--- config.mk ---
export PLATFORM = sky130hd
export DESIGN_NAME = rate_divider
export DESIGN_NICKNAME = d
export VERILOG_FILES = /design/src/rtl/rdiv_pkg.sv /design/src/rtl/rdiv_counter.sv /design/src/rtl/rdiv_tap.sv /design/src/rtl/rdiv_fast_ctl.sv /design/src/rtl/rate_divider.sv
export SDC_FILE = /design/constraint.sdc
export NUM_CORES = 1
export LEC_CHECK = 0
export ABC_CLOCK_PERIOD_IN_PS = 6800
export BUFFER_PORTS_ARGS = -buffer_cell sky130_fd_sc_hd__buf_2
export CORE_MARGIN = 3
export CORE_UTILIZATION = 25
export CTS_BUF_LIST = sky130_fd_sc_hd__clkbuf_8
export DETAILED_ROUTE_END_ITERATION = 10
export GPL_ROUTABILITY_DRIVEN = 0
export GPL_TIMING_DRIVEN = 1
export REMOVE_ABC_BUFFERS = 1
export SYNTH_ARGS = -nofsm -noshare
export SYNTH_HDL_FRONTEND = slang
export SYNTH_SLANG_ARGS = --single-unit
--- constraint.sdc ---
create_clock -name clk -period 6.8 [get_ports clk]
set_clock_uncertainty 0.1 [all_clocks]
set_input_delay 0.68 -clock clk [delete_from_list [all_inputs] [get_ports clk]]
set_output_delay 0.68 -clock clk [all_outputs]
set_load 0.005 [all_outputs]
--- src/rtl/rdiv_pkg.sv ---
// Shared types and decode helpers for the rate divider.
// Assumes a 4-bit rate code and a 3-bit oscillator control field.
package rdiv_pkg;

    localparam int SEL_W      = 4;
    localparam int CTL_W      = 3;
    // Codes below this value alias onto slower codes.
    localparam int ALIAS_LIM  = 3;
    // Offset that maps an aliased code onto its twin.
    localparam int ALIAS_SHIFT = 7;

    typedef enum logic [1:0] {
        OSC_STOP    = 2'd0,
        OSC_HOLD    = 2'd1,
        OSC_RUN     = 2'd2,
        OSC_RUN_EXT = 2'd3
    } osc_mode_e;

    // Classify the oscillator control field.
    function automatic osc_mode_e decode_osc(input logic [CTL_W-1:0] c);
        case (c)
            3'b010:         return OSC_RUN;
            3'b011:         return OSC_RUN_EXT;
            3'b110, 3'b111: return OSC_HOLD;
            default:        return OSC_STOP;
        endcase
    endfunction

    // Divider bit index selected by a nonzero rate code.
    function automatic int unsigned tap_index(input logic [SEL_W-1:0] s);
        int unsigned code;
        code = (int'(s) < ALIAS_LIM) ? int'(s) + ALIAS_SHIFT : int'(s);
        return code - 1;
    endfunction

endpackage

--- src/rtl/rdiv_counter.sv ---
// Free-running time-base divider.
// Counts base strobes while the oscillator mode allows it and is held at 0 otherwise.
// Raises a one-cycle tick on the strobe that wraps the counter.
// Assumes base_en is a single-cycle strobe in the clk domain.
module rdiv_counter #(
    parameter int CNT_W = 16
) (
    input  logic             clk,
    input  logic             rst_n,
    input  logic             base_en,
    input  logic             run,
    output logic [CNT_W-1:0] cnt,
    output logic             sec_tick
);

    // Advance on each base strobe; clear while stopped.
    always_ff @(posedge clk) begin
        if (!rst_n || !run) begin
            cnt <= '0;
        end else if (base_en) begin
            cnt <= cnt + 1'b1;
        end
    end

    // Wrap detection for the calendar tick.
    assign sec_tick = run && base_en && (&cnt);

    a_r5_hold_zero: assert property (@(posedge clk) disable iff (!rst_n)
        !run |=> (cnt == '0));
    a_r11_stall: assert property (@(posedge clk) disable iff (!rst_n)
        (run && !base_en) |=> $stable(cnt));
    a_r9_tick_single: assert property (@(posedge clk) disable iff (!rst_n)
        sec_tick |=> !sec_tick);

endmodule

--- src/rtl/rdiv_tap.sv ---
// Tap selector and edge strobe.
// Picks the divider bit named by the rate code and pulses for one cycle on each rising edge of that bit.
// A change of rate code re-arms the edge detector without emitting a pulse.
// Assumes the counter is held at 0 whenever run is low.
module rdiv_tap
    import rdiv_pkg::*;
#(
    parameter int CNT_W = 16
) (
    input  logic             clk,
    input  logic             rst_n,
    input  logic [CNT_W-1:0] cnt,
    input  logic [SEL_W-1:0] rate_sel,
    input  logic             run,
    output logic             tap,
    output logic             per_pulse
);

    localparam int IDX_W = $clog2(CNT_W);

    logic [IDX_W-1:0] idx;
    logic             tap_q;
    logic [SEL_W-1:0] sel_q;

    // Resolve the rate code to a divider bit.
    assign idx = IDX_W'(tap_index(rate_sel));
    assign tap = run && (rate_sel != '0) && cnt[idx];

    // Remember the previous tap level and rate code.
    always_ff @(posedge clk) begin
        if (!rst_n) begin
            tap_q <= 1'b0;
            sel_q <= '0;
        end else begin
            tap_q <= tap;
            sel_q <= rate_sel;
        end
    end

    // Rising edge of the tap; suppressed in the cycle the code changes.
    assign per_pulse = tap && !tap_q && (rate_sel == sel_q);

    a_r10_pulse_single: assert property (@(posedge clk) disable iff (!rst_n)
        per_pulse |=> !per_pulse);

endmodule

--- src/rtl/rdiv_fast_ctl.sv ---
// Holder for the 32 kHz enable bit.
// The bit is writable only in the extended run mode and clears in any other mode.
module rdiv_fast_ctl
    import rdiv_pkg::*;
(
    input  logic      clk,
    input  logic      rst_n,
    input  osc_mode_e mode,
    input  logic      fast_wr,
    input  logic      fast_wdata,
    output logic      fast_q
);

    // Load on write in the extended mode; clear outside it.
    always_ff @(posedge clk) begin
        if (!rst_n || mode != OSC_RUN_EXT) begin
            fast_q <= 1'b0;
        end else if (fast_wr) begin
            fast_q <= fast_wdata;
        end
    end

    a_r8_clear: assert property (@(posedge clk) disable iff (!rst_n)
        (mode != OSC_RUN_EXT) |=> !fast_q);

endmodule

--- src/rtl/rate_divider.sv ---
// Programmable rate divider: top level.
// Decodes the oscillator control field, runs the divider, selects the shared tap and muxes the pin between the tap and the raw 32.768 kHz phase.
// Assumes base_en arrives at twice the 32.768 kHz rate.
module rate_divider
    import rdiv_pkg::*;
#(
    parameter int CNT_W = 16
) (
    input  logic             clk,
    input  logic             rst_n,
    input  logic             base_en,
    input  logic [3:0]       rate_sel,
    input  logic [2:0]       osc_ctl,
    input  logic             sq_en,
    input  logic             fast_wr,
    input  logic             fast_wdata,
    output logic             fast_en,
    output logic             sq_out,
    output logic             per_pulse,
    output logic             sec_tick
);

    osc_mode_e        mode;
    logic             run;
    logic             raw;
    logic             tap;
    logic [CNT_W-1:0] cnt;

    // Mode decode shared by the sub-blocks.
    assign mode = decode_osc(osc_ctl);
    assign run  = (mode == OSC_RUN) || (mode == OSC_RUN_EXT);

    rdiv_counter #(.CNT_W(CNT_W)) counter_i (
        .clk(clk), .rst_n(rst_n), .base_en(base_en), .run(run),
        .cnt(cnt), .sec_tick(sec_tick)
    );

    rdiv_tap #(.CNT_W(CNT_W)) tap_i (
        .clk(clk), .rst_n(rst_n), .cnt(cnt), .rate_sel(rate_sel), .run(run),
        .tap(tap), .per_pulse(per_pulse)
    );

    rdiv_fast_ctl fast_i (
        .clk(clk), .rst_n(rst_n), .mode(mode), .fast_wr(fast_wr),
        .fast_wdata(fast_wdata), .fast_q(fast_en)
    );

    // Pin source: raw base phase in the extended mode, otherwise the tap.
    assign raw    = (mode == OSC_RUN_EXT) && fast_en;
    assign sq_out = sq_en && (raw ? cnt[0] : tap);

    a_r6_pin_low: assert property (@(posedge clk) disable iff (!rst_n)
        !sq_en |-> !sq_out);

endmodule

Word level (Yosys, flattened, before mapping):

Index checks and enable logic that the tools add are counted.

* mux-type cells: 5
* magnitude comparators: 2
* equal/unequal tests: 8
* add/sub/neg operators: 3
* reductions and logical operators: 17

Operators by type and width (count)
* 16-bit by 1-bit adder with 16-bit output (second input constant): 1
* 16-bit AND reduction: 1
* 1-bit logical AND: 8
* 3-bit by 2-bit equality test with 1-bit output (second input constant): 2
* 3-bit equality test (second input constant): 2
* 2-bit one-hot mux with 3 select lines: 1
* 4-bit by 5-bit less-than comparator with 1-bit output (second input constant): 1
* 4-bit by 3-bit adder with 4-bit output (second input constant): 1
* 1-bit binary-select mux with 4-bit select: 1
* 2-bit equality test (second input constant): 2
* 4-bit equality test: 1
* 4-bit by 2-bit less-than comparator with 1-bit output (second input constant): 1
* 4-bit 2-to-1 mux: 1
* 4-bit nonzero test: 1
* 4-bit by 1-bit subtractor with 4-bit output (second input constant): 1
* 1-bit zero test: 3
* 1-bit logical OR: 3
* 1-bit 2-to-1 mux: 2
* 2-bit inequality test (second input constant): 1
* 2-bit OR reduction: 1

* register bits after elaboration: 22
* output and inout bits: 4

Depth between registers and ports, before layout:

Gate-level depths: netlist of run 1.

* word-level depth: 9
* mapped depth: 9

Modules after synthesis:

Synthesis of run 1 repeated with hierarchy kept, for this count alone.

* cell total of the unflattened synthesis: 180
* area, all modules: 1552.7 µm²

Modules (own cells, without submodules)
* rdiv_counter: cells an instance 88, instances 1, area an instance 803.3 µm², seq. area each 320.3 µm²
* rdiv_tap: cells an instance 82, instances 1, area an instance 668.1 µm², seq. area each 100.1 µm²
* rate_divider: cells an instance 6, instances 1, area an instance 42.5 µm², seq. area each 0.0 µm²
* rdiv_fast_ctl: cells an instance 4, instances 1, area an instance 38.8 µm², seq. area each 20.0 µm²

Worst setup path after synthesis of run 1:

No wires, ideal clock.

* kind: input -> output
* start: input port rate_sel[1]
* end: output port per_pulse
* arrival: 2.571 ns
* path slack: 3.449 ns
* required time: 6.020 ns
* stages: 8
* path buffers: 1
* cells stage by stage: clkbuf_1 -> inv_1 -> ha_1 -> and2_1 -> mux2_4 -> nor4_1 -> nor3_1 -> nor4_1

* longest elaborated chain between the ends: 8

Ends and longest elaborated chain
* from (decl): line rate_divider.sv:12 `input logic [3:0] rate_sel,`
* 4-bit by 3-bit adder with 4-bit output / 4-bit by 2-bit less-than comparator with 1-bit output (equally long branches): line rdiv_pkg.sv:32 `code = (int'(s) < ALIAS_LIM) ? int'(s) + ALIAS_SHIFT : int'(s);`
* 4-bit 2-to-1 mux: line rdiv_pkg.sv:32
* 4-bit by 1-bit subtractor with 4-bit output: line rdiv_pkg.sv:33 `return code - 1;`
* 1-bit binary-select mux with 4-bit select: line rdiv_tap.sv:27 `assign tap = run && (rate_sel != '0) && cnt[idx];`
* 1-bit 2-to-1 mux (not written as such): line rdiv_tap.sv:27
* 1-bit logical AND: line rdiv_tap.sv:27
* 1-bit logical AND: line rdiv_tap.sv:41 `assign per_pulse = tap && !tap_q && (rate_sel == sel_q);`
* 1-bit logical AND (*): line rdiv_tap.sv:41
* to (decl): line rate_divider.sv:19 `output logic per_pulse,`

Mark *: on every way between the ends. The rest lies on a longest branch, timed or not. The select of a mux whose other input is x is not followed.

Final worst setup path of run 1:

* start: input port rate_sel[0]
* end: output port sq_out

* longest elaborated chain between the ends: 8

Ends and longest elaborated chain
* 4-bit by 3-bit adder with 4-bit output / 4-bit by 2-bit less-than comparator with 1-bit output (equally long branches): line rdiv_pkg.sv:32
* 4-bit 2-to-1 mux: line rdiv_pkg.sv:32
* 4-bit by 1-bit subtractor with 4-bit output: line rdiv_pkg.sv:33
* 1-bit binary-select mux with 4-bit select: line rdiv_tap.sv:27
* 1-bit 2-to-1 mux (not written as such): line rdiv_tap.sv:27
* 1-bit logical AND (*): line rdiv_tap.sv:27
* 1-bit 2-to-1 mux (*): line rate_divider.sv:50 `assign sq_out = sq_en && (raw ? cnt[0] : tap);`
* 1-bit logical AND (*): line rate_divider.sv:50
* to (decl): line rate_divider.sv:18 `output logic sq_out,`

Marks and branches as above.

==> metrics list, run 1 <==
* Status: completed
- Antenna violations before repair: 0
* Final critical path time including I/O delays and setup: 3.831 ns
- Warning count from the yosys run: 0
- The final layout contains routed wiring with a total length of 3.122 mm.
* Count of mapped cells out of synthesis: 167
- The synthesized design contains 22 register bits.
- Highest-count cells in the layout ignoring fill and taps: 22 x sky130_fd_sc_hd__dfxtp_1, 21 x sky130_fd_sc_hd__nor2_1, 16 x sky130_fd_sc_hd__buf_2
- After filler insertion, the fill cell instance count of the layout stands at 566.
- Synthesized area per cell: 8.511 um^2
* Endpoint arrival time on the critical path: 3.05 ns
- Final core utilization: 0.3049
* HP Start: counter_i.cnt[15]$_SDFFE_PP0P_
- Gr usage total: 0.1052
- Counting distinct cell types in the post-synthesis netlist gives 43.
- For flop-to-flop paths, the worst setup slack is 4.96 ns.
- From left edge to right edge, the die measures 81.40 um.
- Total clock buffers created by CTS: 3
* IO buf count: 16
* Core region area: 0.005303 mm^2
- Dividing total power by cell area gives a power density of 187.6 mW/mm^2.
* Count of TritonRoute iterations in the first routing pass: 4
* Number of max-cap violations: 0
* DR vias: 1210
- CP startpoint kind: primary input
- Mux share of post-synthesis cell area: 0.05282
- Number of hold buffers added after cts: 0
- Crit Reg-Reg Endpoint: counter_i.cnt[15]$_SDFFE_PP0P_
* Clock tree from TritonCTS: yes
* Ys flop type: sky130_fd_sc_hd__dfxtp_1
- Setup violations remaining at the end of the flow were counted as 0.
* Adder-cell area share of the yosys netlist: 0.03521
- Highest achievable clock rate: 261.0 MHz
- At the pin with the least slew margin, the transition time is 0.6262 ns.
- After clock tree synthesis, the clock-pin slew on the worst setup and hold paths is 0.09 ns.
- Clock Path Buffers: 2
* Number of pins with negative max-slew slack in the final report: 0
* CP Data Required Time: 6.02 ns
- The path class of the tightest hold or removal check is flop to flop.
- Compared with the post-synthesis result, the final layout area differs by 13.73%.
- STA classifies the critical path endpoint as an output port.
- Sink Count: 22
- After clock tree synthesis, the repair step resized 0 gates.
- CTS Root Cell: sky130_fd_sc_hd__clkbuf_8
- Critical path class: primary input to output port
- The worst-case IR drop observed on VDD is 0.1007 mV.
- Wire length of the first global-routing pass: 5.416 mm
- Parity-gate share of the synthesized area counting xor and xnor cells: 0.1171
- 17 I/O pins were placed.
- Final worst-path setup slack: 2.969 ns
- Dpl ws: 3.011 ns
* Final #Nets: 198
* Final HPWL from detailed placement: 2.362 mm
- Vias in the first global route: 1173
- Biggest area contributors in the synthesized netlist: sky130_fd_sc_hd__dfxtp_1 31%, sky130_fd_sc_hd__xor2_1 6.8%, sky130_fd_sc_hd__nor2_1 5.5%
* Cell count of the worst reg-to-reg path: 6
- The startpoint identified for the worst register-to-register timing path is counter_i.cnt[3]$_SDFFE_PP0P_.
- The later pin in the worst-skew pair is clocked with a latency of 0.27 ns.
- Share of flip-flops with an asynchronous set or reset: 0
- Of the post-synthesis cell area, the dominant cell type holds 0.3099.
- Final worst-path cycle share: 0.5634
* DRC violation count after routing: 0
* Main combinational cell family by area after synthesis: simple AND/OR/NAND/NOR gates
- After the first detailed-routing iteration, the DRC count stood at 37.
- For this run the aggregate overflow at the end of global routing stands at 0.
* WL/cell: 12.49 um
- Using the TritonRoute via totals, the vias-per-cell ratio works out to 4.840.
- In this run the remaining antenna-violating nets after routing total 0.
* Height of the chip: 81.40 um
* Number of synthesized flops with an enable pin: 0
* Pin count of the biggest net entering global routing: 19
- Compound-cell area share of the yosys netlist: 0.1373
- H-tree level count: 1
* Area fraction in and, or, nand and nor cells after synthesis: 0.3037
* Fraction of layout cells with a size suffix above 1: 0.1556
- Setup_tns: 0 ns
* End of the worst hold path: counter_i.cnt[15]$_SDFFE_PP0P_
- The number of setup buffers added after CTS is 0.
- The initialized floorplan defines 26 standard-cell rows.
- The number of hold violations in the final report came to 0.
- Setup repair after global routing left no endpoint under its margin.
* Critical path fanouts, max: 17
- Most frequent standard cell in the layout excluding fill and tap cells: sky130_fd_sc_hd__dfxtp_1
* Leak pwr: 0.5582 nW
- The biggest area contributor in the post-synthesis netlist is sky130_fd_sc_hd__dfxtp_1.
- After synthesis the cells add up to 0.001421 mm^2.
* Slew margin rel.: 0.5815
* Die Area: 0.006626 mm^2
- Final antenna diode count: 0
- The share of the Yosys chip area taken by registers is 0.3099.
- The worst hold path passes through 2 cells.
- Effective utilization at floorplan: 0.2681
worst max-delay path, cell delays in order:
cell and delay [ns]:
sky130_fd_sc_hd__buf_2 0.19, sky130_fd_sc_hd__ha_1 0.38, sky130_fd_sc_hd__nor3_4 0.36, sky130_fd_sc_hd__mux2_4 0.35, sky130_fd_sc_hd__xnor2_1 0.25, sky130_fd_sc_hd__nor3_2 0.08
sky130_fd_sc_hd__a211oi_1 0.45, sky130_fd_sc_hd__o22ai_1 0.15, sky130_fd_sc_hd__buf_2 0.16
where the power goes:
group	leakage, nW	switching (mW)	internal [mW]	total [mW]
registers	0.178	0.000893	0.130	0.131
clock network	0.0357	0.0480	0.0788	0.127
logic	0.344	0.0261	0.0190	0.0451
worst max path at each step:
stage	startpoint	endpoint	slack, ns	cells past startpoint
floorplan	rate_sel[0]	per_pulse	3.64	6
global placement	rate_sel[0]	sq_out	3.02	9
detailed placement	rate_sel[0]	sq_out	3.01	9
CTS	rate_sel[0]	sq_out	2.98	9
global route	rate_sel[0]	sq_out	2.75	10
finish	rate_sel[0]	sq_out	2.97	9
sequential cells by signal, summed over array words and instances, names as in the netlist:
register / flops
fast_i.fast_q: 1
counter_i.cnt: 16
tap_i.sel_q: 4
tap_i.tap_q: 1
metal layers:
layer  GRT usage  routed length, um  up-vias
met5           0                  0        -
met4     0.05068                 64        0
met3     0.01330                 54        5
met2      0.1653               1446       11
met1      0.1412               1556      576
li1            -                  -      618
metrics by stage:
step / cell area [um^2] / total power [mW] / cells / hold slack (ns)
after detailed placement: 1545 / 0.1791 / 246 / 0.4280
final: 1617 / 0.3032 / 250 / 0.4508
after global routing: 1617 / 0.3165 / 250 / 0.4913
after global placement: 1545 / 0.1789 / 246 / 0.4235
after CTS: 1617 / 0.3052 / 250 / 0.4513
after floorplan: 1378 / 0.1640 / 160 / 0.3921
kinds of logic (layout without fill, tap and decap cells):
group	Yosys count	in the layout
compound gates	26	26
xor+xnor	19	19
fa+ha+maj	4	4
buf+inv	12	25
flops	22	22
mux	7	7
simple gates	77	77
synthesized netlist by cell type, types with 3 or more instances:
master,instances
sky130_fd_sc_hd__nand4_1,3
sky130_fd_sc_hd__o22ai_1,5
sky130_fd_sc_hd__nand2_1,11
sky130_fd_sc_hd__o31ai_1,3
sky130_fd_sc_hd__ha_1,4
sky130_fd_sc_hd__nor2b_1,4
sky130_fd_sc_hd__clkbuf_1,3
sky130_fd_sc_hd__nand3_1,7
sky130_fd_sc_hd__xnor2_1,8
sky130_fd_sc_hd__mux2i_1,6
sky130_fd_sc_hd__nor4_1,3
sky130_fd_sc_hd__o21ai_0,4
sky130_fd_sc_hd__dfxtp_1,22
sky130_fd_sc_hd__nor2_1,21
sky130_fd_sc_hd__inv_1,5
sky130_fd_sc_hd__a21oi_1,4
sky130_fd_sc_hd__and2_1,6
sky130_fd_sc_hd__xor2_1,11
sky130_fd_sc_hd__nor3_1,7
cell type report:
class,instances,area [um^2],area share
timing repair buffer,16,80.08,0.04954
clock buffer,3,41.29,0.02554
clock inverter,1,30.03,0.01858
tap,70,87.58,0.05418
multi-input combinational,133,918.4,0.5681
sequential,22,440.4,0.2724
inverter,5,18.77,0.01161
(Power assumes the default switching activity.)
==> inputs of run 2 (changes only) <==
--- a/config.mk
+++ b/config.mk
@@ -5,7 +5,7 @@
 export SDC_FILE = /design/constraint.sdc
 export NUM_CORES = 1
 export LEC_CHECK = 0
-export ABC_CLOCK_PERIOD_IN_PS = 6800
+export ABC_CLOCK_PERIOD_IN_PS = 3900
 export BUFFER_PORTS_ARGS = -buffer_cell sky130_fd_sc_hd__buf_2
 export CORE_MARGIN = 3
 export CORE_UTILIZATION = 25
==> constraint.sdc (replaced) <==
create_clock -name clk -period 3.9 [get_ports clk]
set_clock_uncertainty 0.1 [all_clocks]
set_input_delay 0.39 -clock clk [delete_from_list [all_inputs] [get_ports clk]]
set_output_delay 0.39 -clock clk [all_outputs]
set_load 0.005 [all_outputs]
==> run 2 against run 1 <==
Net effect:
- sequential cell count did not move
- register-to-register slack got worse by 2.9 ns
- first-iteration DRC count decreased by 22%
- largest cell class unchanged
==> metrics list, run 2 (same netlist as run 1, synthesis figures left out) <==
- Status: completed
* Biggest register: counter_i.cnt
- For this design the total switching power over the nets is 0.1297 mW.
- Along the worst path, the maximum fanout reaches 17.
- Hold-critical path depth: 2
- Antenna violations before repair: 0
- Of the total power, the share spent switching nets is 0.2458.
- The startpoint identified for the worst hold timing path is rst_n.
- For the pin with the worst max-slew slack, the measured transition is 0.6148 ns.
* Worst path top cell family by delay: compound AO/OA/AOI/OAI gates
- CTS Root Cell: sky130_fd_sc_hd__clkbuf_8
- The critical path contains buffers and inverters numbering 2 combined.
* Row count: 26
* Setup_tns: 0 ns
- CP Capture Type: output port
- From synthesis to final layout, the design area changed by 13.73%.
* Gr ovfl total: 0
* Highest-count cells in the layout ignoring fill and taps: 22 x sky130_fd_sc_hd__dfxtp_1, 21 x sky130_fd_sc_hd__nor2_1, 16 x sky130_fd_sc_hd__buf_2
- Measured along the x axis, the die boundary spans 81.40 um.
- Fin cells: 250
- Flip-flop count of the largest register after layout: 16
* Max rail drop VDD: 0.1758 mV
* Pin count of the biggest net entering global routing: 19
- In the final layout, the multi-input gates occupy 918.4 um^2.
- The worst setup path is launched from a primary input.
- Data on the critical path is required at its endpoint by 3.41 ns.
* Number of placed instances, taps included: 246
* DR vias: 1201
- Slowest cell on the critical path: sky130_fd_sc_hd__a211oi_1
- The largest single stage delay on the critical path is 0.43 ns.
- For the worst-skew pair, the clock arrives at the later sink with an insertion delay of 0.27 ns.
* Clock tree from TritonCTS: yes
* Combinational group share of total power: 0.148
- Internal power summed over all cells: 0.3979 mW
* Crit Reg-Reg Endpoint: counter_i.cnt[15]$_SDFFE_PP0P_
- Count of TritonRoute iterations in the first routing pass: 4
- Setup repair after global routing left no endpoint under its margin.
- Timing would allow up to 310.2 MHz.
- The HPWL after detailed placement is 2.364 mm.
- Height of the chip: 81.40 um
- Final routed wirelength across all metal layers: 3.111 mm
- For this configuration, the core starts out at a cell density of 0.2681.
* End of the worst hold path: tap_i.sel_q[3]$_SDFF_PN0_
- Final antenna diode count: 0
* Type of the worst min-delay path: primary input to flop
- For this design the ratio of total power to cell area is 326.4 mW/mm^2.
* Number of DRC markers in iteration 0: 29
- Worst r2r src: counter_i.cnt[3]$_SDFFE_PP0P_
* Core region area: 0.005303 mm^2
* Hold violation total from the final report: 0
* Final worst-path cycle share: 0.8267
* Wire length of the first global-routing pass: 5.451 mm
- Traced cell by cell, the critical path runs through buf_2, ha_1, nor3_4, mux2_4, xnor2_1, nor3_2, a211oi_1, o22ai_1, buf_2.
- Power share of the clock group: 0.418
* Die Area: 0.006626 mm^2
- Vias in the first global route: 1185
- Cell seen most often among critical-path stages: sky130_fd_sc_hd__buf_2
- # resized after CTS: 0
- The number of hold buffers added after CTS was 0.
- Part of the total power dissipated in sequential elements: 0.434
- CTS built an H-tree with a depth of 1.
- Buffers inserted during clock tree synthesis total 3.
* IO buf count: 16
- For the worst setup path, the data arrival time is 2.73 ns.
* WL/cell: 12.44 um
- The final layout contains 198 nets.
* Number of max-cap violations: 0
* Number of failing setup endpoints in the final timing report: 0
* Biggest registers after layout: counter_i.cnt x16, tap_i.sel_q x4
* DRC violation count after routing: 0
- By startpoint and endpoint, the worst setup path is classified as primary input to output port.
- Area taken by flip-flops and latches: 440.4 um^2
* IO Pins: 17
- In the final layout, the share of cells above drive strength 1 is 0.1556.
* Post-CTS repair timing setup buffer count: 0
- Setup slack on the worst flop-to-flop path: 2.05 ns
- Cell count of the worst reg-to-reg path: 6
- # fillers: 569
- Number of pins with negative max-slew slack in the final report: 0
- The analysis attributes to cell leakage a power of 0.5582 nW.
- Reg clk slew, reported paths: 0.09 ns
- Across every metal layer, demand over resource in global routing totals 0.1050.
- Residual antenna-violating net count after detailed routing: 0
- Vias per inst: 4.804
- Slew margin rel.: 0.5892
- Sink Count: 22
* Most frequent standard cell in the layout excluding fill and tap cells: sky130_fd_sc_hd__dfxtp_1
- Final critical path time including I/O delays and setup: 3.224 ns
- Clock Path Buffers: 2
run 2: worst max-delay path by stage:
stage | from | end | cells after the start
finish | rate_sel[0] | sq_out | 9
global route | rate_sel[0] | sq_out | 10
CTS | rate_sel[0] | sq_out | 9
detailed placement | rate_sel[0] | sq_out | 9
global placement | rate_sel[0] | sq_out | 9
floorplan | rate_sel[0] | per_pulse | 6
run 2: through the flow:
step                      area, um^2  setup slack, ns  total power [mW]  hold WS [ns]  utilization
after floorplan                 1378            1.318            0.2859        0.3921            -
after global placement          1545           0.6969            0.3119        0.4235       0.2914
after detailed placement        1545           0.7102            0.3120        0.4260       0.2914
after CTS                       1617           0.6901            0.5309        0.2888       0.3049
after global routing            1617           0.5062            0.5486        0.3039       0.3049
final                           1617           0.6760            0.5276        0.2969       0.3049
run 2: layout make-up:
class / count / area share
repair buffers: 16 / 0.04954
multi-input cells: 133 / 0.5681
flip-flops and latches: 22 / 0.2724
well taps: 70 / 0.05418
clock inverters: 1 / 0.01858
clock buffers: 3 / 0.02554
inverters: 5 / 0.01161
run 2: power by group through the flow:
stage / combinational [mW] / sequential, mW / clock [mW]
2_1_floorplan: 0.0519 / 0.234 / 0
3_3_place_gp: 0.0776 / 0.234 / 0
3_5_place_dp: 0.0777 / 0.234 / 0
4_1_cts: 0.0780 / 0.229 / 0.224
5_1_grt: 0.0868 / 0.229 / 0.232
6_report: 0.0779 / 0.229 / 0.221
run 2: metal layers:
metal / global-route usage / part of all wire / up-vias
li1: - / - / 619
met1: 0.1393 / 0.50 / 565
met2: 0.1678 / 0.46 / 13
met3: 0.01330 / 0.023 / 4
met4: 0.04899 / 0.014 / 0
met5: 0 / 0 / -
==> inputs of run 3 (changes only) <==
--- a/config.mk
+++ b/config.mk
@@ -5,7 +5,7 @@
 export SDC_FILE = /design/constraint.sdc
 export NUM_CORES = 1
 export LEC_CHECK = 0
-export ABC_CLOCK_PERIOD_IN_PS = 3900
+export ABC_CLOCK_PERIOD_IN_PS = 2750
 export BUFFER_PORTS_ARGS = -buffer_cell sky130_fd_sc_hd__buf_2
 export CORE_MARGIN = 3
 export CORE_UTILIZATION = 25
==> constraint.sdc (replaced) <==
create_clock -name clk -period 2.75 [get_ports clk]
set_clock_uncertainty 0.1 [all_clocks]
set_input_delay 0.275 -clock clk [delete_from_list [all_inputs] [get_ports clk]]
set_output_delay 0.275 -clock clk [all_outputs]
set_load 0.005 [all_outputs]
==> run 3 against run 2 <==
Net effect:
- clock-buffer cell count unchanged
- cell count increased by 3.6%
- first-iteration DRC count up 110%
- routed wire length decreased by 0.23%
- sequential power grew 42%
- critical endpoint is now per_pulse
==> metrics list, run 3 (same netlist as run 1, synthesis figures left out) <==
- Status: completed
* Worst-skew pair later-pin latency: 0.27 ns
* Worst path top cell family by delay: simple AND/OR/NAND/NOR gates
- Core region area: 0.005303 mm^2
* Die Area: 0.006626 mm^2
- Dividing total power by cell area gives a power density of 446.2 mW/mm^2.
* CP Capture Type: output port
- The worst setup path is of the primary input to output port kind.
- Worst Path Buf+Inv: 3
* Number of placed instances, taps included: 255
- Area occupied by multi-input gates: 929.6 um^2
* Total clock buffers created by CTS: 3
- Summing internal, switching and leakage power gives 0.7564 mW.
* Wire length of the first global-routing pass: 5.333 mm
- Flip-flop count of the largest register after layout: 16
- Biggest register: counter_i.cnt
- Number of max-cap violations: 0
* Slew margin rel.: 0.5785
- Final HPWL from detailed placement: 2.339 mm
- The clock passes through at most 2 buffers.
* DRC violation count after routing: 0
- After clock tree synthesis, the flow added hold-fix buffers numbering 0.
- Vias per inst: 4.745
- Count of TritonRoute iterations in the first routing pass: 4
- Synthesis-to-finish area growth: 19.28%
- Entering global routing, the biggest net connects 19 pins.
- At the pin with the least slew margin, the transition time is 0.6307 ns.
- STA puts the critical path data arrival time at 2.26 ns.
* Number of pins with negative max-slew slack in the final report: 0
- The total overflow left after global routing is 0.
- Number of DRC markers in iteration 0: 61
* # fillers: 558
* Delay of the slowest cell on the worst path: 0.35 ns
* Die X: 81.40 um
* CP Data Required Time: 2.38 ns
* Height of the chip: 81.40 um
* Highest achievable clock rate: 379.6 MHz
* Sink Count: 22
- Final worst-path setup slack: 0.1154 ns
- Most frequent standard cell in the layout excluding fill and tap cells: sky130_fd_sc_hd__dfxtp_1
- Gr usage total: 0.1041
* Effective utilization at floorplan: 0.2681
- On the critical path, the stage with the largest delay is an instance of sky130_fd_sc_hd__ha_1.
* Finished layout cell area: 0.001695 mm^2
- Setup repair after global routing missed its margin: yes
* H-tree level count: 1
* Post-CTS repair timing setup buffer count: 0
- In this run the static leakage power is 0.6044 nW.
- Final #Nets: 207
- By instance count, the cell type seen most on the critical path is sky130_fd_sc_hd__buf_2.
* Hold violation total from the final report: 0
- Reg clk slew, reported paths: 0.08 ns
- Row generation in the floorplan step produced 26 rows.
* Number of failing setup endpoints in the final timing report: 0
- Type of the worst min-delay path: primary input to flop
- In the final layout, the share of cells above drive strength 1 is 0.2063.
- Detailed routing inserted a total of 1229 vias.
* Area of placed instances: 0.001613 mm^2
* Antenna violations before repair: 0
- Dpl ws: 0.07438 ns
* Final critical path time including I/O delays and setup: 2.635 ns
* Max rail drop VDD: 0.2547 mV
- Critical path fanouts, max: 5
- TritonCTS built the clock tree.
- Walking the worst path, the cells encountered are buf_2, inv_1, ha_1, and2_1, mux2_4, xnor2_1, nor3_2, a211oi_2, nor4_1, buf_2.
- Highest-count cells in the layout ignoring fill and taps: 22 x sky130_fd_sc_hd__dfxtp_1, 21 x sky130_fd_sc_hd__nor2_1, 16 x sky130_fd_sc_hd__buf_2
* CTS Root Cell: sky130_fd_sc_hd__clkbuf_8
* Fin cells: 259
- The worst setup path is launched from a primary input.
- Area taken by flip-flops and latches: 440.4 um^2
* WL/cell: 11.98 um
* Final antenna diode count: 0
* Biggest registers after layout: counter_i.cnt x16, tap_i.sel_q x4
* Residual antenna-violating net count after detailed routing: 0
* Vias in the first global route: 1118
* Final worst-path cycle share: 0.9580
- IO buf count: 16
- Wires add up to 3.104 mm.
* IO Pins: 17
-- run 3: area by class of cell --
cell class | instances | area share
multi-input combinational | 133 | 0.5483
inverter | 5 | 0.01107
clock buffer | 3 | 0.02435
timing repair buffer | 25 | 0.08708
sequential | 22 | 0.2598
clock inverter | 1 | 0.01771
tap | 70 | 0.05166
-- run 3: timing repair --
| action | in CTS | in global routing |
|---|---|---|
| gates resized for setup | 0 | 2 |
| setup endpoints to repair | 0 | 2 |
| endpoints found under the hold margin | 0 | 0 |
-- run 3: report_power, final --
part	internal, mW	switching, mW	total [mW]
Clock	0.195	0.111	0.306
Combinational	0.0578	0.0678	0.126
Sequential	0.323	0.00217	0.325
Total	0.575	0.181	0.756
-- run 3: final timing paths --
kind / endpoint / cells after the start / start / slack [ns]
worst max-delay path: per_pulse / 10 / rate_sel[1] / 0.12
worst min-delay path: tap_i.sel_q[1]$_SDFF_PN0_ / 2 / rst_n / 0.17
worst max register to register: counter_i.cnt[15]$_SDFFE_PP0P_ / 6 / counter_i.cnt[3]$_SDFFE_PP0P_ / 0.91
worst min register to register: counter_i.cnt[10]$_SDFFE_PP0P_ / 2 / counter_i.cnt[10]$_SDFFE_PP0P_ / 0.45
-- run 3: routing by layer --
metal / GRT usage / share of wire / vias to the layer above
li1: - / - / 636
met1: 0.1432 / 0.50 / 557
met2: 0.1612 / 0.44 / 31
met3: 0.01663 / 0.043 / 5
met4: 0.04054 / 0.016 / 0
met5: 0 / 0 / -
-- run 3: through the flow --
step / util / TNS, ns / hold WS (ns)
2_1_floorplan: - / 0 / 0.2967
3_3_place_gp: 0.3042 / 0 / 0.4260
3_5_place_dp: 0.3042 / 0 / 0.4334
4_1_cts: 0.3176 / 0 / 0.1715
5_1_grt: 0.3197 / -0.009617 / 0.1930
6_report: 0.3197 / 0 / 0.1725
